$ cat config.mk
export PLATFORM = sky130hd
export DESIGN_NAME = dual_cnt_timer
export DESIGN_NICKNAME = d
export VERILOG_FILES = /design/src/rtl/tmr_pkg.sv /design/src/rtl/tmr_prescaler.sv /design/src/rtl/tmr_counter.sv /design/src/rtl/tmr_events.sv /design/src/rtl/dual_cnt_timer.sv
export SDC_FILE = /design/constraint.sdc
export NUM_CORES = 1
export LEC_CHECK = 0
export CORE_MARGIN = 2
export CORE_UTILIZATION = 45
export CTS_BUF_LIST = sky130_fd_sc_hd__clkbuf_4 sky130_fd_sc_hd__clkbuf_8
export DETAILED_ROUTE_END_ITERATION = 10
export DONT_BUFFER_PORTS = 1
export HOLD_SLACK_MARGIN = 0.02
export PLACE_DENSITY = 0.57
export REMOVE_ABC_BUFFERS = 1
export SETUP_SLACK_MARGIN = 0.02
export SYNTH_ARGS = -nofsm -noshare
export SYNTH_HDL_FRONTEND = slang
export SYNTH_HIERARCHICAL = 1
export SYNTH_SLANG_ARGS = --single-unit
$ cat constraint.sdc
create_clock -name clk -period 3.4 [get_ports clk]
set_clock_uncertainty 0.15 [all_clocks]
set_input_delay 0.51 -clock clk [delete_from_list [all_inputs] [get_ports clk]]
set_output_delay 0.51 -clock clk [all_outputs]
set_load 0.01 [all_outputs]
$ cat src/rtl/tmr_pkg.sv
package tmr_pkg;

   localparam int unsigned BUS_W         = 32;
   localparam int unsigned ADR_STRIDE    = 4;
   localparam int unsigned ADR_CTRL_BASE = 0;
   localparam int unsigned ADR_INIT_BASE = 8;
   localparam int unsigned ADR_LIVE1     = 20;
   localparam int unsigned ADR_EVENT     = 24;

   localparam int unsigned BIT_RUN       = 30;
   localparam int unsigned BIT_IEN       = 29;
   localparam int unsigned BIT_MODE_HI   = 28;
   localparam int unsigned BIT_MODE_LO   = 27;

   typedef enum logic [1:0] {
      MODE_ONESHOT  = 2'b00,
      MODE_PERIODIC = 2'b01
   } mode_e;

endpackage

$ cat src/rtl/tmr_prescaler.sv
module tmr_prescaler #(
   parameter int unsigned PRE_W = 8
) (
   input  logic             clk,
   input  logic             rst_n,
   input  logic             run,
   input  logic             restart,
   input  logic [PRE_W-1:0] div_sel,
   output logic             tick
);

   logic [PRE_W-1:0] pc_q;

   assign tick = run && (pc_q >= div_sel);

   always_ff @(posedge clk) begin
      if (!rst_n)
         pc_q <= '0;
      else if (!run || restart || tick)
         pc_q <= '0;
      else
         pc_q <= pc_q + 1'b1;
   end

endmodule

$ cat src/rtl/tmr_counter.sv
module tmr_counter #(
   parameter int unsigned CNT_W = 24
) (
   input  logic             clk,
   input  logic             rst_n,
   input  logic             load,
   input  logic [CNT_W-1:0] load_val,
   input  logic             tick,
   input  logic             periodic,
   input  logic [CNT_W-1:0] reload_val,
   output logic [CNT_W-1:0] cnt,
   output logic             expire
);

   logic at_zero;

   assign at_zero = (cnt == '0);
   assign expire  = tick && at_zero && !load;

   always_ff @(posedge clk) begin
      if (!rst_n)
         cnt <= '0;
      else if (load)
         cnt <= load_val;
      else if (tick) begin
         if (!at_zero)
            cnt <= cnt - 1'b1;
         else if (periodic)
            cnt <= reload_val;
      end
   end

endmodule

$ cat src/rtl/tmr_events.sv
module tmr_events #(
   parameter int unsigned NCH  = 2,
   parameter int unsigned EV_W = 5
) (
   input  logic            clk,
   input  logic            rst_n,
   input  logic [NCH-1:0]  set,
   input  logic            clr_we,
   input  logic [EV_W-1:0] clr_mask,
   output logic [EV_W-1:0] ev
);

   logic [EV_W-1:0] set_ext;
   logic [EV_W-1:0] keep;

   assign set_ext = EV_W'(set);
   assign keep    = clr_we ? ~clr_mask : '1;

   always_ff @(posedge clk) begin
      if (!rst_n)
         ev <= '0;
      else
         ev <= (ev & keep) | set_ext;
   end

endmodule

$ cat src/rtl/dual_cnt_timer.sv
module dual_cnt_timer
   import tmr_pkg::*;
#(
   parameter int unsigned CNT_W  = 24,
   parameter int unsigned PRE_W  = 8,
   parameter int unsigned EV_W   = 5,
   parameter int unsigned ADDR_W = 8
) (
   input  logic              clk,
   input  logic              rst_n,
   input  logic              bus_wr,
   input  logic [ADDR_W-1:0] bus_addr,
   input  logic [31:0]       bus_wdata,
   output logic [31:0]       bus_rdata,
   output logic [1:0]        irq
);

   localparam int unsigned NCH = 2;

   if (CNT_W < 2 || CNT_W > BUS_W) begin : g_bad_cnt
      $error("CNT_W out of range");
   end
   if (PRE_W < 1 || PRE_W >= BIT_MODE_LO) begin : g_bad_pre
      $error("PRE_W overlaps mode field");
   end
   if (EV_W < NCH || EV_W > BUS_W) begin : g_bad_ev
      $error("EV_W out of range");
   end
   if (ADDR_W < 5) begin : g_bad_addr
      $error("ADDR_W too narrow for register map");
   end

   function automatic logic [ADDR_W-1:0] ctrl_adr(input int unsigned ch);
      return ADDR_W'(ADR_CTRL_BASE + ADR_STRIDE * ch);
   endfunction

   function automatic logic [ADDR_W-1:0] init_adr(input int unsigned ch);
      return ADDR_W'(ADR_INIT_BASE + ADR_STRIDE * ch);
   endfunction

   logic [NCH-1:0][BUS_W-1:0] ctrl_word;
   logic [NCH-1:0][CNT_W-1:0] init_word;
   logic [NCH-1:0][CNT_W-1:0] cnt_now;
   logic [NCH-1:0]            run_v;
   logic [NCH-1:0]            ien_v;
   logic [NCH-1:0]            tick_v;
   logic [NCH-1:0]            exp_v;
   logic [NCH-1:0]            load_v;
   logic [NCH-1:0]            per_v;
   logic [EV_W-1:0]           ev_q;
   logic                      ev_clr;
   logic                      unused_wd;

   assign unused_wd = ^bus_wdata;

   for (genvar g = 0; g < NCH; g++) begin : g_ch
      logic             wr_ctrl;
      logic             run_q;
      logic             ien_q;
      logic [1:0]       mode_q;
      logic [PRE_W-1:0] pre_q;
      logic [CNT_W-1:0] init_q;

      assign wr_ctrl   = bus_wr && (bus_addr == ctrl_adr(g));
      assign load_v[g] = bus_wr && (bus_addr == init_adr(g));
      assign per_v[g]  = (mode_q == MODE_PERIODIC);
      assign run_v[g]  = run_q;
      assign ien_v[g]  = ien_q;

      always_ff @(posedge clk) begin
         if (!rst_n) begin
            run_q  <= 1'b0;
            ien_q  <= 1'b0;
            mode_q <= MODE_ONESHOT;
            pre_q  <= '0;
         end else if (wr_ctrl) begin
            run_q  <= bus_wdata[BIT_RUN];
            ien_q  <= bus_wdata[BIT_IEN];
            mode_q <= bus_wdata[BIT_MODE_HI:BIT_MODE_LO];
            pre_q  <= bus_wdata[PRE_W-1:0];
         end else if (exp_v[g] && !per_v[g]) begin
            run_q  <= 1'b0;
         end
      end

      always_ff @(posedge clk) begin
         if (!rst_n)
            init_q <= '0;
         else if (load_v[g])
            init_q <= bus_wdata[CNT_W-1:0];
      end

      always_comb begin
         ctrl_word[g]                          = '0;
         ctrl_word[g][BIT_RUN]                 = run_q;
         ctrl_word[g][BIT_IEN]                 = ien_q;
         ctrl_word[g][BIT_MODE_HI:BIT_MODE_LO] = mode_q;
         ctrl_word[g][PRE_W-1:0]               = pre_q;
      end

      assign init_word[g] = init_q;

      tmr_prescaler #(
         .PRE_W   (PRE_W)
      ) u_pre (
         .clk     (clk),
         .rst_n   (rst_n),
         .run     (run_q),
         .restart (load_v[g]),
         .div_sel (pre_q),
         .tick    (tick_v[g])
      );

      tmr_counter #(
         .CNT_W      (CNT_W)
      ) u_cnt (
         .clk        (clk),
         .rst_n      (rst_n),
         .load       (load_v[g]),
         .load_val   (bus_wdata[CNT_W-1:0]),
         .tick       (tick_v[g]),
         .periodic   (per_v[g]),
         .reload_val (init_q),
         .cnt        (cnt_now[g]),
         .expire     (exp_v[g])
      );
   end

   assign ev_clr = bus_wr && (bus_addr == ADDR_W'(ADR_EVENT));

   tmr_events #(
      .NCH      (NCH),
      .EV_W     (EV_W)
   ) u_ev (
      .clk      (clk),
      .rst_n    (rst_n),
      .set      (exp_v),
      .clr_we   (ev_clr),
      .clr_mask (bus_wdata[EV_W-1:0]),
      .ev       (ev_q)
   );

   assign irq = ev_q[NCH-1:0] & ien_v;

   always_comb begin
      bus_rdata = '0;
      for (int unsigned i = 0; i < NCH; i++) begin
         if (bus_addr == ctrl_adr(i)) bus_rdata = ctrl_word[i];
         if (bus_addr == init_adr(i)) bus_rdata = BUS_W'(init_word[i]);
      end
      if (bus_addr == ADDR_W'(ADR_LIVE1)) bus_rdata = BUS_W'(cnt_now[1]);
      if (bus_addr == ADDR_W'(ADR_EVENT)) bus_rdata = BUS_W'(ev_q);
   end

endmodule

==> flow_summary_export.csv, run 1 <==
group,metric,value,unit
routing,drcViolationCount,0,
sta,max_freq,318,MHz
cells_and_area,utilization,50.1,%
logic_synthesis,synth_top_cells_by_area,"dfxtp_1 32%, nand2_1 6.9%, mux2i_1 4.8%",
logic_synthesis,synth_area,8940,µm²
routing,drt-initial-drc-count,668,
cells_and_area,drive_above_1_share,11.9,%
logic_synthesis,synth_flop_cell,"dfxtp_1",
global_routing,antenna_found_initial,0,
critical_path,crit_fanout,5,
routing,wl,28300,µm
logic_synthesis,async_flop_share,0,%
power_and_ir_drop,combPwrFrac,4.6,%
placed_design,gp_congestion,0.853,
sta,period_share,92.4,%
power_and_ir_drop,p_leak,3.81,nW
power_and_ir_drop,clkPwrFrac,44.3,%
critical_path,timing.reg2reg.setup_slack,260,ps
critical_path,critPathArrivalTime,3380,ps
sta,rsz0062_at_grt,"no",
clock_tree,cts_buffers,17,
logic_synthesis,avgSynthCellArea,8.14,µm²
logic_synthesis,synth_compound_area_share,23.7,%
floorplanning,die_area,21000,µm²
power_and_ir_drop,power.share.switching,24.2,%
floorplanning,die_y,145,µm
sta,setup_ws,259,ps
logic_synthesis,muxShareOfSynthArea,5.61,%
logic_synthesis,yosys_register_bits,141,
routing,detail_route.vias_per_cell,6.03,
placed_design,dp_hpwl,19300,µm
logic_synthesis,synth-simple-area-share,26.5,%
floorplanning,pin_count,77,
global_routing,grt_pass1_wl,44800,µm
clock_tree,cts-root-buf,"clkbuf_8",
floorplanning,start_util,45.9,%
logic_synthesis,synth_warnings,6,
power_and_ir_drop,p_int,0.00245,W
routing,vias,8299,
critical_path,cp-startpoint,"g_ch[1].pre_q[7]",
floorplanning,die_x,145,µm
sta,setup_viol,0,
critical_path,regToRegStartpoint,"g_ch[1].pre_q[7]",
global_routing,grt_usage,26.6,%
clock_tree,clkTransAtPathRegs,90,ps
routing,avgRoutedWirePerCell,20.6,µm
routing,drt_first_pass_iters,5,
clock_tree,clock_path_buffers,2,
critical_path,rr_endpoint,"g_ch[1].u_cnt/cnt[13]",
clock_tree,numClockSinks,141,
logic_synthesis,ys_types,94,
placed_design,port_buffers,0,
floorplanning,core_area,19500,µm²
power_and_ir_drop,switchingPower,0.000781,W
logic_synthesis,yosysTopAreaCellShare,31.6,%
critical_path,critPathKind,"reg -> reg",
logic_synthesis,synth-xor-area-share,4.21,%
clock_tree,cts_setup_buffers,0,
clock_tree,cts_max_level,4,
outcome,status,"finished clean",
sta,final_hold_viol_count,0,
critical_path,crit_required,3640,ps
critical_path,crit_end,"g_ch[1].u_cnt/cnt[13]",
cells_and_area,syn_to_final_growth,9.04,%
logic_synthesis,synth_seq_area_share,31.6,%
logic_synthesis,synth_adder_area_share,3.08,%
critical_path,start_kind,"register",
sta,slew_viol_final,0,
power_and_ir_drop,p_per_area,332,nW/µm²
clock_tree,clock_latency,460,ps
cells_and_area,fin_nets,1165,
power_and_ir_drop,power_frac_seq,51.2,%
global_routing,grt-ovfl-total,0,
clock_tree,cts_tree,"done",
cells_and_area,n_antenna_cell,0,
floorplanning,rows,51,
global_routing,grt_max_degree,131,
hold_path,hp-start,"bus_wdata[17]",
hold_path,hold_path_class,"in -> reg",
power_and_ir_drop,ir_worst_vdd,0.211,mV
sta,period_minus_slack,3140,ps
sta,tightest_slew,849,ps
job,maxCapViolCount,0,
logic_synthesis,yosys.area.top_type,"dfxtp_1",
logic_synthesis,synth-edff-count,0,
critical_path,rr_worst_depth,10,
critical_path,end_kind,"register",
sta,max_slew_margin,43.3,%
placed_design,dp_worst_setup_slack,64.3,ps
logic_synthesis,synthCells,1099,
global_routing,grt_pass1_vias,7788,
placed_design,place_inst,1341,
logic_synthesis,synth_top_family_by_area,"simple AND/OR/NAND/NOR gates",
cells_and_area,stdcell_count,1377,
routing,ant_nets,0,
-- power groups by stage --
stage / registers, W / logic (W) / clock network, W
floorplan: 0.00169 / 0.000105 / 0
global placement: 0.00169 / 0.000138 / 0
detailed placement: 0.00169 / 0.000138 / 0
CTS: 0.00165 / 0.000145 / 0.00145
global route: 0.00166 / 0.000159 / 0.00152
finish: 0.00166 / 0.000147 / 0.00143
-- logic make-up (layout without fill, tap and decap cells) --
logic type               Yosys count  after routing
flip-flops                       141            141
other                              1              4
AND/OR/NAND/NOR                  439            439
AO/OA/AOI/OAI                    300            300
adder cells (fa/ha/maj)           22             22
buffers and inverters            104            114
XOR/XNOR                          43             43
multiplexers                      49             49
-- layout by cell type, fill, tap and decap left out, types with 5 or more instances in the layout --
cell	n
nor3b_1	7
nand2_1	164
o211ai_1	10
buf_4	45
o21ai_1	6
nand3_1	27
o2bb2ai_1	7
or3_1	15
o31ai_1	9
nor3_1	31
a21boi_0	51
dlygate4sd3_1	5
a22o_1	9
dfxtp_1	141
a21o_1	8
mux2i_1	43
a221oi_1	20
nor4_1	10
nand4_1	13
nand2b_1	9
a21oi_1	64
and3_1	11
nor2b_1	29
a211oi_1	5
a31oi_1	9
o21ai_0	51
nor2_1	58
ha_1	22
xnor2_1	18
o22ai_1	6
nor3_2	5
clkbuf_8	21
inv_1	31
nand3b_1	8
nor4_4	5
or4_1	10
xor2_1	25
-- per-stage QoR --
stage / hold WS [ps] / instance area [µm²] / total power (W) / setup TNS, ps
after global routing: 25.8 / 9750 / 0.00334 / 0
after CTS: 25.0 / 9740 / 0.00325 / 0
after floorplan: 262 / 8600 / 0.00180 / -1610
final: 37.6 / 9750 / 0.00323 / 0
after detailed placement: 273 / 9280 / 0.00183 / 0
after global placement: 270 / 9280 / 0.00183 / 0
-- state kept, by name, summed over array words and instances (netlist names) --
register / cells
g_ch.run_q: 2
g_ch.init_q: 48
g_ch.ien_q: 2
u_ev/ev: 5
g_ch.u_pre/pc_q: 16
g_ch.pre_q: 16
g_ch.u_cnt/cnt: 48
g_ch.mode_q: 4
-- metal layers --
layer | vias up | wire length (µm) | global-route usage, %
li1 | 3980 | - | -
met3 | 33 | 2050 | 5.16
met2 | 264 | 12600 | 40.2
met4 | 0 | 376 | 6.93
met5 | - | 0 | 0
met1 | 4022 | 13300 | 38.8
-- repair_timing --
action	4_1_cts	5_1_grt
gates resized for setup	0	1
hold buffers	5	0
setup endpoints to repair	0	9
hold endpoints to repair	5	0
-- worst max-delay path, stage by stage, from the launching register on --
cell	delay, ps
dfxtp_1	410
inv_1	90
ha_1	360
nand3_1	130
or3_1	340
a21boi_0	370
nor2b_1	410
nand2_1	150
nor4_4	320
a22o_1	220
o31a_1	140
-- cells in the mapped netlist, types with 7 or more instances --
| cell type | number |
|---|---|
| o31ai_1 | 9 |
| nand4_1 | 13 |
| nand2b_1 | 9 |
| o2bb2ai_1 | 7 |
| clkbuf_1 | 39 |
| nor4_1 | 10 |
| a21boi_0 | 51 |
| dfxtp_1 | 141 |
| xor2_1 | 25 |
| a31oi_1 | 9 |
| and3_1 | 11 |
| a21o_1 | 8 |
| ha_1 | 22 |
| o211ai_1 | 10 |
| a21oi_1 | 64 |
| inv_1 | 31 |
| nor3_1 | 31 |
| buf_2 | 15 |
| nor2_1 | 58 |
| nor3b_1 | 7 |
| nand3_1 | 27 |
| or3_1 | 15 |
| nand3b_1 | 8 |
| o21ai_0 | 51 |
| a221oi_1 | 20 |
| nand2_1 | 164 |
| nor2b_1 | 30 |
| or4_1 | 10 |
| a22o_1 | 9 |
| mux2i_1 | 43 |
| xnor2_1 | 18 |
-- layout make-up --
type | count | area, µm²
fill | 1951 | 9710
multi-input combinational | 857 | 5680
sequential | 141 | 2820
timing repair buffer | 50 | 388
tap | 265 | 332
clock buffer | 22 | 297
inverter | 33 | 124
clock inverter | 9 | 110
-- worst min path at each step --
stage	to	cells after the start
CTS	g_ch[0].init_q[17]	2
finish	g_ch[0].init_q[17]	2
global placement	u_ev/ev[2]	2
global route	g_ch[0].init_q[6]	2
floorplan	u_ev/ev[2]	2
detailed placement	u_ev/ev[2]	2
Power figures use the tool's default switching activity.
==> run 2, diff against run 1 <==
Settings changed: CAP_MARGIN set to 30, PLACE_DENSITY 0.57 to 0.59.
Clock period 3.4 ns to 2.6 ns, I/O delays scaled along.
==> run 2 against run 1 <==
Against the previous run:
- combinational power rose by 110%
- flip-flop and latch count did not move
- clock-buffer cell count fell by 4
- critical endpoint unchanged
==> flow_summary_export.csv, run 2 (synthesized netlist as in run 1, its figures left out) <==
group,metric,value,unit
outcome,status,"finished clean",
placed_design,place_inst,1435,
sta,max_slew_margin,62.7,%
critical_path,critPathArrivalTime,2780,ps
power_and_ir_drop,p_leak,4.63,nW
clock_tree,cts_buffers,17,
cells_and_area,n_antenna_cell,0,
routing,drcViolationCount,0,
cells_and_area,final_common_cell,"nand2_1",
cells_and_area,syn_to_final_growth,26.6,%
cells_and_area,finalInstanceArea,11300,µm²
clock_tree,clkTransAtPathRegs,90,ps
floorplanning,die_area,21000,µm²
sta,setup_viol,0,
power_and_ir_drop,power,0.00436,W
placed_design,dp_hpwl,19900,µm
clock_tree,cts-root-buf,"clkbuf_8",
placed_design,gp_congestion,0.848,
critical_path,end_kind,"register",
cells_and_area,stdcell_count,1522,
power_and_ir_drop,clkPwrFrac,43.2,%
floorplanning,rows,51,
global_routing,grt_max_degree,108,
sta,max_freq,386,MHz
clock_tree,numClockSinks,141,
clock_tree,cts_tree,"done",
routing,avgRoutedWirePerCell,20.1,µm
power_and_ir_drop,p_int,0.00326,W
critical_path,path_delay_family,"simple AND/OR/NAND/NOR gates",
clock_tree,clock_latency,450,ps
global_routing,grt_pass1_wl,47700,µm
global_routing,grt-ovfl-total,0,
cells_and_area,drive_above_1_share,23.8,%
critical_path,critPathKind,"reg -> reg",
floorplanning,die_x,145,µm
clock_tree,clock_path_buffers,2,
power_and_ir_drop,combPwrFrac,7.2,%
global_routing,antenna_found_initial,1,
cells_and_area,fin_nets,1310,
sta,period_minus_slack,2590,ps
routing,detail_route.vias_per_cell,5.92,
sta,period_share,99.7,%
routing,wl,30500,µm
hold_path,hold_path_class,"in -> reg",
sta,rsz0062_at_grt,"yes",
critical_path,cp.buffers_inverters,2,
critical_path,crit_required,2790,ps
job,maxCapViolCount,0,
placed_design,port_buffers,0,
power_and_ir_drop,power.share.switching,25.3,%
critical_path,path_cells,"inv_2 -> ha_4 -> or4_4 -> a21oi_4 -> or3_4 -> a21boi_4 -> nor2b_4 -> nand2_2 -> nor4_4 -> buf_4 -> a22o_1 -> o31a_1",
routing,drt-initial-drc-count,905,
floorplanning,pin_count,77,
floorplanning,core_area,19500,µm²
critical_path,critPathSlowestCell,"or4_4",
critical_path,start_kind,"register",
cells_and_area,layout_common_cells,"158 x nand2_1, 140 x buf_4, 129 x dfxtp_1",
routing,ant_nets,0,
power_and_ir_drop,ir_worst_vdd,0.269,mV
cells_and_area,reg_top3,"g_ch.init_q: 48 flops, g_ch.u_cnt/cnt: 48 flops",
routing,vias,9012,
clock_tree,cts_max_level,4,
global_routing,grt_pass1_vias,8600,
cells_and_area,fillers,1752,
power_and_ir_drop,p_per_area,385,nW/µm²
critical_path,crit_fanout,4,
sta,tightest_slew,556,ps
critical_path,slowest_delay,540,ps
global_routing,grt_usage,28.2,%
floorplanning,die_y,145,µm
sta,slew_viol_final,0,
sta,final_hold_viol_count,0,
placed_design,post_dp_cell_area,10100,µm²
routing,drt_first_pass_iters,5,
power_and_ir_drop,power_frac_seq,49.6,%
power_and_ir_drop,switchingPower,0.00111,W
floorplanning,start_util,45.9,%
-- run 2: cell count changes in the layout (fill, tap and decap cells not counted), sizes merged --
cell and change:
clkinv +3, buf +111, inv +1, clkbuf -4, o41a +1, clkinvlp -1
bufinv +1, dlygate4sd3 +33
-- run 2: final timing paths --
check / endpoint / slack (ps) / depth (start not counted) / from
hold / removal: g_ch[0].u_cnt/cnt[20] / 40 / 3 / bus_wdata[20]
hold reg to reg: g_ch[1].init_q[12] / 330 / 2 / g_ch[1].init_q[12]
setup reg to reg: g_ch[1].u_cnt/cnt[13] / 8 / 12 / g_ch[1].pre_q[4]
setup / recovery: g_ch[1].u_cnt/cnt[13] / 8 / 12 / g_ch[1].pre_q[4]
-- run 2: power by group through the flow --
stage          clock network, W  registers [W]  logic, W
2_1_floorplan                 0        0.00221  0.000137
3_3_place_gp                  0        0.00221  0.000199
3_5_place_dp                  0        0.00221  0.000200
4_1_cts                 0.00192        0.00216  0.000298
5_1_grt                 0.00201        0.00216  0.000334
6_report                0.00188        0.00216  0.000315
-- run 2: layer usage --
metal	wire length, µm	track usage (%)
met1	13700	39.5
met2	13800	44.0
met3	2440	5.94
met4	598	7.52
met5	0	0
-- run 2: per-stage QoR --
| stage | setup WS, ps | hold WS (ps) | utilization (%) | setup TNS [ps] |
|---|---|---|---|---|
| floorplan | -1060 | 262 | - | -31020 |
| global placement | -112 | 270 | 51.8 | -1130 |
| detailed placement | -127 | 272 | 51.8 | -1640 |
| CTS | 2.51 | 21.4 | 56.8 | 0 |
| global route | -121 | 37.4 | 58.2 | -854 |
| finish | 8.24 | 44.2 | 58.2 | 0 |
-- run 2: layout make-up --
class                      count  area [µm²]  area share [%]
inverter                      33         124            1.09
multi-input combinational    858        5920            52.2
tap                          265         332            2.93
sequential                   141        2840            25.1
clock inverter                13         166            1.47
clock buffer                  18         241            2.13
timing repair buffer         194        1710            15.1
-- run 2: worst reg2reg max path, delay by kind of cell (launching register included) --
kind,cells,cell delay (ps)
AND/OR/NAND/NOR,5,970
adder cells (fa/ha/maj),1,150
flip-flops,1,340
AO/OA/AOI/OAI,4,660
buffers and inverters,2,210
-- run 2: repair_timing --
action                                  4_1_cts  5_1_grt
hold buffers                                 39        0
setup buffers                                10       11
pin swaps                                    14       20
gates cloned                                  0        1
resized for setup                            32       46
endpoints found under the setup margin       42       43
hold endpoints to repair                    120        0
==> run 3, diff against run 2 <==
Settings changed: PLACE_DENSITY 0.59 to 0.72.
==> run 3 against run 2 <==
Against the previous run:
- the flow now finishes with violations (negative setup slack)
- via count grew 3.3%
- die area is the same
- critical path depth is the same
- wire length grew 1.4%
- sequential share of layout area shrank 0.42 points
- largest power group unchanged
- highest routed layer is now met5
==> flow_summary_export.csv, run 3 (synthesized netlist as in run 1, its figures left out) <==
group,metric,value,unit
outcome,status,"finished, violations left",
outcome,violations,"negative setup slack",
routing,drt-initial-drc-count,1265,
critical_path,rr_worst_depth,12,
cells_and_area,fin_nets,1313,
sta,finalSetupTns,-1810,ps
critical_path,timing.reg2reg.setup_slack,-170,ps
floorplanning,core_area,19500,µm²
floorplanning,start_util,45.9,%
sta,setup_ws,-175,ps
floorplanning,die_area,21000,µm²
placed_design,gp_congestion,0.901,
critical_path,rr_endpoint,"g_ch[1].u_cnt/cnt[13]",
placed_design,place_inst,1437,
floorplanning,rows,51,
critical_path,start_kind,"register",
sta,period_minus_slack,2770,ps
power_and_ir_drop,p_per_area,367,nW/µm²
job,maxCapViolCount,0,
clock_tree,cts-root-buf,"clkbuf_8",
clock_tree,clock_latency,470,ps
global_routing,grt_usage,27.4,%
floorplanning,die_y,145,µm
hold_path,hold_path_class,"in -> reg",
power_and_ir_drop,ir_worst_vdd,0.251,mV
sta,final_hold_viol_count,0,
global_routing,grt-ovfl-total,0,
cells_and_area,n_antenna_cell,0,
global_routing,antenna_found_initial,2,
cells_and_area,drive_above_1_share,26.6,%
placed_design,dp_hpwl,19600,µm
sta,setup_viol,25,
clock_tree,cts_tree,"done",
cells_and_area,final_common_cell,"nand2_1",
floorplanning,pin_count,77,
clock_tree,cts_buffers,17,
critical_path,regToRegStartpoint,"g_ch[1].pre_q[3]",
sta,period_share,107,%
critical_path,end_kind,"register",
hold_path,min_to,"g_ch[1].u_cnt/cnt[15]",
routing,avgRoutedWirePerCell,20.3,µm
hold_path,hp-start,"bus_wdata[15]",
clock_tree,numClockSinks,141,
routing,drt_first_pass_iters,6,
power_and_ir_drop,p_leak,4.65,nW
routing,detail_route.vias_per_cell,6.10,
routing,drcViolationCount,0,
routing,wl,31000,µm
cells_and_area,reg_top3,"g_ch.init_q: 48 flops, g_ch.u_cnt/cnt: 48 flops",
placed_design,port_buffers,0,
critical_path,critPathArrivalTime,3030,ps
clock_tree,clock_path_buffers,2,
routing,ant_nets,0,
critical_path,crit_fanout,4,
floorplanning,die_x,145,µm
routing,vias,9310,
global_routing,grt_max_degree,113,
critical_path,cp-startpoint,"g_ch[1].pre_q[3]",
cells_and_area,layout_common_cells,"155 x nand2_1, 136 x buf_4, 130 x dfxtp_1",
critical_path,critPathKind,"reg -> reg",
clock_tree,clkTransAtPathRegs,80,ps
hold_path,min_delay_path_depth,2,
cells_and_area,stdcell_count,1526,
critical_path,crit_required,2860,ps
sta,tightest_slew,644,ps
global_routing,grt_pass1_vias,8620,
clock_tree,cts_max_level,4,
cells_and_area,syn_to_final_growth,28.7,%
sta,rsz0062_at_grt,"yes",
sta,slew_viol_final,0,
global_routing,grt_pass1_wl,46200,µm
sta,max_slew_margin,56.9,%
sta,max_freq,360,MHz
cells_and_area,fillers,1602,
==> run 3: worst max-delay path: stages, from the launching register on <==
cell	delay, ps
dfxtp_2	360
inv_2	50
ha_4	250
o21a_1	160
a21oi_4	80
or3_4	420
a21boi_4	260
nor2b_4	230
nand2_2	80
nor4_4	220
buf_4	180
a22o_1	150
o31a_1	110
==> run 3: how the worst max path moves through the flow <==
stage                            endpoint  slack, ps  depth (start not counted)
floorplan                   g_ch[1].run_q      -1060                         10
global placement    g_ch[0].u_cnt/cnt[12]       -290                         13
detailed placement  g_ch[0].u_cnt/cnt[12]       -280                         13
CTS                  g_ch[1].u_cnt/cnt[3]       -0.4                         13
global route        g_ch[1].u_cnt/cnt[13]       -220                         12
finish              g_ch[1].u_cnt/cnt[13]       -170                         12
==> run 3: final cells by class <==
cell class / count / area, µm² / share of cell area (%)
tap: 265 / 332 / 2.88
timing repair buffer: 197 / 1730 / 15.1
multi-input combinational: 858 / 6120 / 53.1
clock buffer: 19 / 255 / 2.22
clock inverter: 13 / 115 / 1.00
inverter: 33 / 124 / 1.08
sequential: 141 / 2840 / 24.6
==> run 3: stage by stage <==
stage | area (µm²) | utilization, % | hold slack (ps) | power, W | worst slack (ps)
after floorplan | 8600 | - | 262 | 0.00235 | -1060
after global placement | 10100 | 51.7 | 270 | 0.00241 | -288
after detailed placement | 10100 | 51.7 | 277 | 0.00241 | -277
after CTS | 11100 | 56.9 | 20.1 | 0.00421 | -0.411
after global routing | 11500 | 59.2 | 21.9 | 0.00436 | -218
final | 11500 | 59.2 | 26.5 | 0.00423 | -175
==> run 3: repair_timing <==
action                                 CTS  global route
setup endpoints to repair               48            52
pin swaps                               15            45
setup buffers                            8            14
cloned                                   1             2
resized for setup                       57            81
hold buffers                            34             0
endpoints found under the hold margin  120             0
==> run 3: report_power, final <==
| group | switching [W] | internal [W] |
|---|---|---|
| combinational | 0.000193 | 0.000146 |
| clock | 0.000933 | 0.000793 |
| sequential | 0.00000403 | 0.00216 |
==> run 3: layer usage <==
metal  wire, µm  vias to the layer above  GRT usage [%]
li1           -                     4282              -
met1      12700                     4430           35.3
met2      14300                      495           44.1
met3       2880                      101           7.20
met4       1070                        2           10.5
met5         11                        -              0
